### config.mk
export PLATFORM = sky130hd
export DESIGN_NAME = srr_fetch
export DESIGN_NICKNAME = d
export VERILOG_FILES = /design/src/rtl/srr_fetch.sv
export SDC_FILE = /design/constraint.sdc
export NUM_CORES = 1
export LEC_CHECK = 0
export ABC_AREA = 0
export BUFFER_PORTS_ARGS = -buffer_cell sky130_fd_sc_hd__buf_2
export CAP_MARGIN = 25
export CORE_ASPECT_RATIO = 2
export CORE_MARGIN = 2
export CORE_UTILIZATION = 44
export DETAILED_ROUTE_END_ITERATION = 10
export GPL_ROUTABILITY_DRIVEN = 0
export PLACE_DENSITY = 0.78
export SYNTH_ARGS = -nofsm -noshare
export SYNTH_HDL_FRONTEND = slang
export SYNTH_SLANG_ARGS = --single-unit
### constraint.sdc
create_clock -name clk -period 2.1 [get_ports clk]
set_clock_uncertainty 0.1 [all_clocks]
set_input_delay 0.21 -clock clk [delete_from_list [all_inputs] [get_ports clk]]
set_output_delay 0.21 -clock clk [all_outputs]
set_load 0.01 [all_outputs]
### src/rtl/srr_fetch.sv
module srr_fetch #(
  parameter int ADDR_W = 13,
  parameter int DATA_W = 32,
  parameter int T_SRC  = 2,
  parameter int T_SRR  = 2
) (
  input  logic              clk,
  input  logic              rst,
  input  logic              start_i,
  input  logic              banks_idle_i,
  output logic              busy_o,
  output logic              done_o,
  output logic              err_o,
  output logic [2:0]        cmd_o,
  output logic [1:0]        ba_o,
  output logic [ADDR_W-1:0] addr_o,
  input  logic              rd_valid_i,
  input  logic [DATA_W-1:0] rd_data_i,
  output logic [DATA_W-1:0] status_o
);
  localparam int MAXW  = (T_SRC > T_SRR) ? T_SRC : T_SRR;
  localparam int CNT_W = $clog2(MAXW + 1);
  localparam logic [2:0] CMD_NOP  = 3'b111;
  localparam logic [2:0] CMD_LMR  = 3'b000;
  localparam logic [2:0] CMD_READ = 3'b101;
  localparam logic [1:0] BA_STAT  = 2'b01;

  typedef enum logic [2:0] {S_IDLE, S_SRC, S_BEAT1, S_BEAT2, S_SRR} state_t;
  state_t state;
  logic [CNT_W-1:0] cnt;
  wire cnt_zero = (cnt == '0);

  always_ff @(posedge clk) begin
    if (rst) begin
      state    <= S_IDLE;
      cnt      <= '0;
      cmd_o    <= CMD_NOP;
      ba_o     <= '0;
      addr_o   <= '0;
      busy_o   <= 1'b0;
      done_o   <= 1'b0;
      err_o    <= 1'b0;
      status_o <= '0;
    end else begin
      cmd_o  <= CMD_NOP;
      ba_o   <= '0;
      addr_o <= '0;
      done_o <= 1'b0;
      err_o  <= 1'b0;
      case (state)
        S_IDLE:
          if (start_i) begin
            if (banks_idle_i) begin
              cmd_o  <= CMD_LMR;
              ba_o   <= BA_STAT;
              busy_o <= 1'b1;
              cnt    <= CNT_W'(T_SRC - 1);
              state  <= S_SRC;
            end else begin
              err_o <= 1'b1;
            end
          end
        S_SRC:
          if (cnt_zero) begin
            cmd_o <= CMD_READ;
            state <= S_BEAT1;
          end else begin
            cnt <= cnt - 1'b1;
          end
        S_BEAT1:
          if (rd_valid_i) begin
            status_o <= rd_data_i;
            done_o   <= 1'b1;
            state    <= S_BEAT2;
          end
        S_BEAT2:
          if (rd_valid_i) begin
            cnt   <= CNT_W'(T_SRR - 1);
            state <= S_SRR;
          end
        S_SRR:
          if (cnt_zero) begin
            busy_o <= 1'b0;
            state  <= S_IDLE;
          end else begin
            cnt <= cnt - 1'b1;
          end
        default: state <= S_IDLE;
      endcase
    end
  end
endmodule

## Word-level counts from Yosys, hierarchy flattened

Cells that the tools add are included.

| operators by class | value |
|---|---|
| reduce and logical (&&, ||, !) cells | 11 |
| muxes and demuxes | 23 |
| equality and inequality tests | 11 |
| $add $sub $neg | 1 |
| bitwise gates (word level) | 3 |

Operators with widths:

| kind | count |
|---|---|
| $mux W3 | 8 |
| $pmux W3 S5 | 1 |
| $ne A2 B2 Y1 const B | 7 |
| $mux W2 | 5 |
| $eq A3 B2 Y1 const B | 2 |
| $mux W1 | 6 |
| $pmux W2 S3 | 1 |
| $pmux W3 S2 | 1 |
| $reduce_and A6 Y1 | 1 |
| $reduce_and A5 Y1 | 1 |
| $reduce_and A4 Y1 | 1 |
| $reduce_or A2 Y1 | 2 |
| $eq A3 B1 Y1 const B | 1 |
| $eq A3 B3 Y1 const B | 1 |
| $logic_not A3 Y1 | 1 |
| $not A1 Y1 | 3 |
| $reduce_bool A3 Y1 | 1 |
| $reduce_or A3 Y1 | 1 |
| $logic_not A2 Y1 | 1 |
| $pmux W1 S2 | 1 |
| $reduce_and A2 Y1 | 1 |
| $reduce_bool A2 Y1 | 1 |
| $sub A2 B1 Y2 const B | 1 |

| storage, ports and cells | value |
|---|---|
| register bits after elaboration | 45 |

## Depth between registers and ports, before layout

| depth | value |
|---|---|
| word-level depth | 4 |
| gate-level depth with buffers | 6 |

## Worst setup path after synthesis

No wires, ideal clock.

| path | value |
|---|---|
| path type | reg-to-reg |
| start point | reg cnt[0] |
| end point | reg cnt[1] |
| arrival time | 1.327 ns |
| setup slack | 0.602 ns |
| buffers on the path | 0 |
| cell stages (with the launch flop) | 7 |
| cell sequence | dfxtp_1 -> inv_1 -> ha_1 -> o21ai_0 -> o21ai_0 -> a211oi_1 -> mux2i_1 |

| on the way | value |
|---|---|
| word-level cells in the longest chain between the ends | 3 |

RTL lines:

| what | RTL line | text |
|---|---|---|
| from (decl) | 30 | `logic [CNT_W-1:0] cnt;` |
| from (signal assigned) | 57 | `cnt <= CNT_W'(T_SRC - 1);` |
| from (signal assigned) | 68 | `cnt <= cnt - 1'b1;` |
| from (signal assigned) | 78 | `cnt <= CNT_W'(T_SRR - 1);` |
| $sub A2 B1 Y2 or $logic_not A2 Y1 (tied branches) | 68, 86, 31 |  |
| $mux W2 or $ne A2 B2 Y1 (tied branches) | -- |  |
| $pmux W2 S3 or $reduce_and A5 Y1 (tied branches) | -- |  |

Several ways; a longest one is shown, not always the timed one. The select of a mux whose other input is x is not followed.
A chain may end at the register's enable or synchronous reset.

## Worst setup path after layout

Same ends and word-level chain as after synthesis.

==> impl_metrics.yaml <==
grt:
  grt_overflow_total: 0
  grt_pass1_wl_um: 5530
  antenna_found_initial: 0
  gr-usage-all-layers: 0.174
  grt_pass1_vias: 1384
  grt_max_degree: 42
critical_path:
  path_cells: "inv_1 -> ha_1 -> o21ai_0 -> o21ai_0 -> a211oi_1 -> mux2i_1"
  start_kind: "register"
  path_common_cell: "o21ai_0"
  critPathBufInv: 1
  worstSetupPathType: "register to register"
  arrival_ns: 1.85
  worstPathMaxFanout: 7
  critical_path.top_delay_family: "compound AO/OA/AOI/OAI gates"
  critPathSlowestCell: "a211oi_1"
  critPathCaptureType: "register"
  crit_required_ns: 2.21
  critPathMaxStageDelay_ns: 0.38
power_and_ir_drop:
  vdd_drop_max_uv: 530
  powerDensity_mw_per_mm2: 741
  power_w: 0.00157
  power.leakage_nw: 0.958
synth:
  synthCells: 217
  muxShareOfSynthArea: 0.00587
  yosysUniqueCellTypes: 27
  synthAdderAreaFrac: 0.00734
  synth_top_family_by_area: "simple AND/OR/NAND/NOR gates"
  ys_ff_latch: 43
  synth-compound-area-share: 0.143
  synth_area_sq_mm: 0.00171
  ys_warn_count: 0
  post_synth_and_or_nand_nor_area_fraction: 0.216
  synth.avg_cell_area_sq_um: 7.86
  seq_area_frac_synth: 0.505
  synth_xor_area_frac: 0.00514
clock_tree:
  clkLatencyLatePin_ns: 0.28
  htreeDepth: 2
  numCtsBuffers: 5
  clock_sink_count: 43
  cts_tree: "built"
  path_clk_slew_ns: 0.07
  clock_path_buffers: 2
  ctsResizeCount: 0
  root_buffer: "clkbuf_8"
  cts_setup_buffers: 0
  hold_buffers: 0
timing:
  drv_slew: 0
  slew_headroom: 0.527
  rsz0062_at_grt: "false"
  fmax_mhz: 576
  post-route-min-period_ns: 1.74
  tns_ns: 0
  finalHoldViolCount: 0
  setup_violations: 0
  fin_crit_sh: 0.826
  worst_slew_pin_slew_ns: 0.709
  setup_slack_ns: 0.364
place:
  pre_cts_ws_ns: 0.367
  dpl.hpwl_um: 2610
  io_buffer_count: 75
  place_area_sq_mm: 0.00204
route:
  drt-total-wl_um: 3600
  drt_iter0_markers: 28
  dr.pass1.iters: 4
  viasPerCell: 4.66
  post_drt_wl_per_cell_um: 10.7
  via_count: 1574
  drc: 0
  antenna_left: 0
finish:
  final_cell_area_sq_mm: 0.00212
  drive_gt1_frac: 0.296
  antenna_cells: 0
  area_growth_pct: 24.6
  layout_common_cells: "buf_2 (75), nand2_1 (71), dfxtp_1 (43)"
  final_common_cell: "buf_2"
  nNetsFinal: 324
floorplan:
  row_count: 32
  die_y_um: 92.0
  io_pins: 90
  die_area_sq_mm: 0.00442
  core_sq_mm: 0.00380
  initial_utilization: 0.448
  die_x_um: 48.0
run_status:
  status: "complete, no violations"
job:
  maxCapViolations: 0
worst_hold_path:
  hold_path.class: "input pin to register"
## per-layer routing
| metal | track usage | vias to the layer above | part of all wire |
|---|---|---|---|
| li1 | - | 806 | - |
| met5 | 0 | - | 0 |
| met3 | 0.0335 | 6 | 0.044 |
| met4 | 0.104 | 0 | 0.025 |
| met2 | 0.321 | 53 | 0.58 |
| met1 | 0.150 | 709 | 0.35 |
## final cells by class
type | instances | area, sq um
fill | 389 | 1680
tap | 51 | 63.8
sequential | 43 | 861
multi-input combinational | 153 | 702
timing repair buffer | 77 | 390
clock inverter | 2 | 12.5
inverter | 6 | 22.5
clock buffer | 6 | 72.6
## cells in the mapped netlist, drive strengths merged
cell,number,area share
clkbuf,4,0.0088
nor2b,1,0.0037
a2bb2oi,1,0.0051
mux2i,1,0.0059
o2bb2ai,1,0.0051
conb,1,0.0022
o21a,1,0.0044
a21oi,34,0.10
nand3,3,0.0088
a211oi,1,0.0044
or4,1,0.0044
a32oi,1,0.0051
nor3,3,0.012
and3,1,0.0037
o21ai,4,0.012
ha,1,0.0073
dfxtp,43,0.50
xnor2,1,0.0051
nor2,9,0.020
buf,24,0.094
nand2,71,0.16
nand2b,1,0.0037
inv,6,0.013
nor4,1,0.0037
a31oi,2,0.0073
## metrics by stage
step,cells,utilization,hold WS [ns]
2_1_floorplan,230,-,0.182
3_3_place_gp,330,0.536,0.323
3_5_place_dp,330,0.536,0.327
4_1_cts,338,0.559,0.0173
5_1_grt,338,0.559,0.0172
6_report,338,0.559,0.0281
## state kept, by name, summed over array words and instances, names as in the netlist
register / cells
status_o: 32
err_o: 1
cnt: 2
cmd_o: 2
done_o: 1
ba_o: 1
state: 3
busy_o: 1
## path summary, 6_finish.rpt
check | from | endpoint | slack, ns | cells past startpoint
hold reg to reg | status_o[11] | status_o[11] | 0.35 | 2
setup / recovery | cnt[0] | cnt[1] | 0.36 | 6
setup reg to reg | cnt[0] | cnt[1] | 0.36 | 6
hold / removal | banks_idle_i | err_o | 0.03 | 2
## where the power goes
| part | internal, W | leakage, nW | total, W | switching, W |
|---|---|---|---|---|
| sequential | 0.000848 | 0.348 | 0.000873 | 0.0000250 |
| clock | 0.000232 | 0.0412 | 0.000492 | 0.000259 |
| combinational | 0.0000857 | 0.569 | 0.000209 | 0.000123 |
| total | 0.00117 | 0.958 | 0.00157 | 0.000407 |
## kinds of logic after synthesis
group           Yosys count
flops                    43
compound gates           45
fa+ha+maj                 1
other cells               1
simple gates             91
mux                       1
buf+inv                  34
xor+xnor                  1
## worst reg2reg max path, cell delays in order, from the launching register on
cell      delay, ns
dfxtp_1        0.35
inv_1          0.05
ha_1           0.26
o21ai_0        0.18
o21ai_0        0.10
a211oi_1       0.38
mux2i_1        0.24
(Power assumes the default switching activity.)
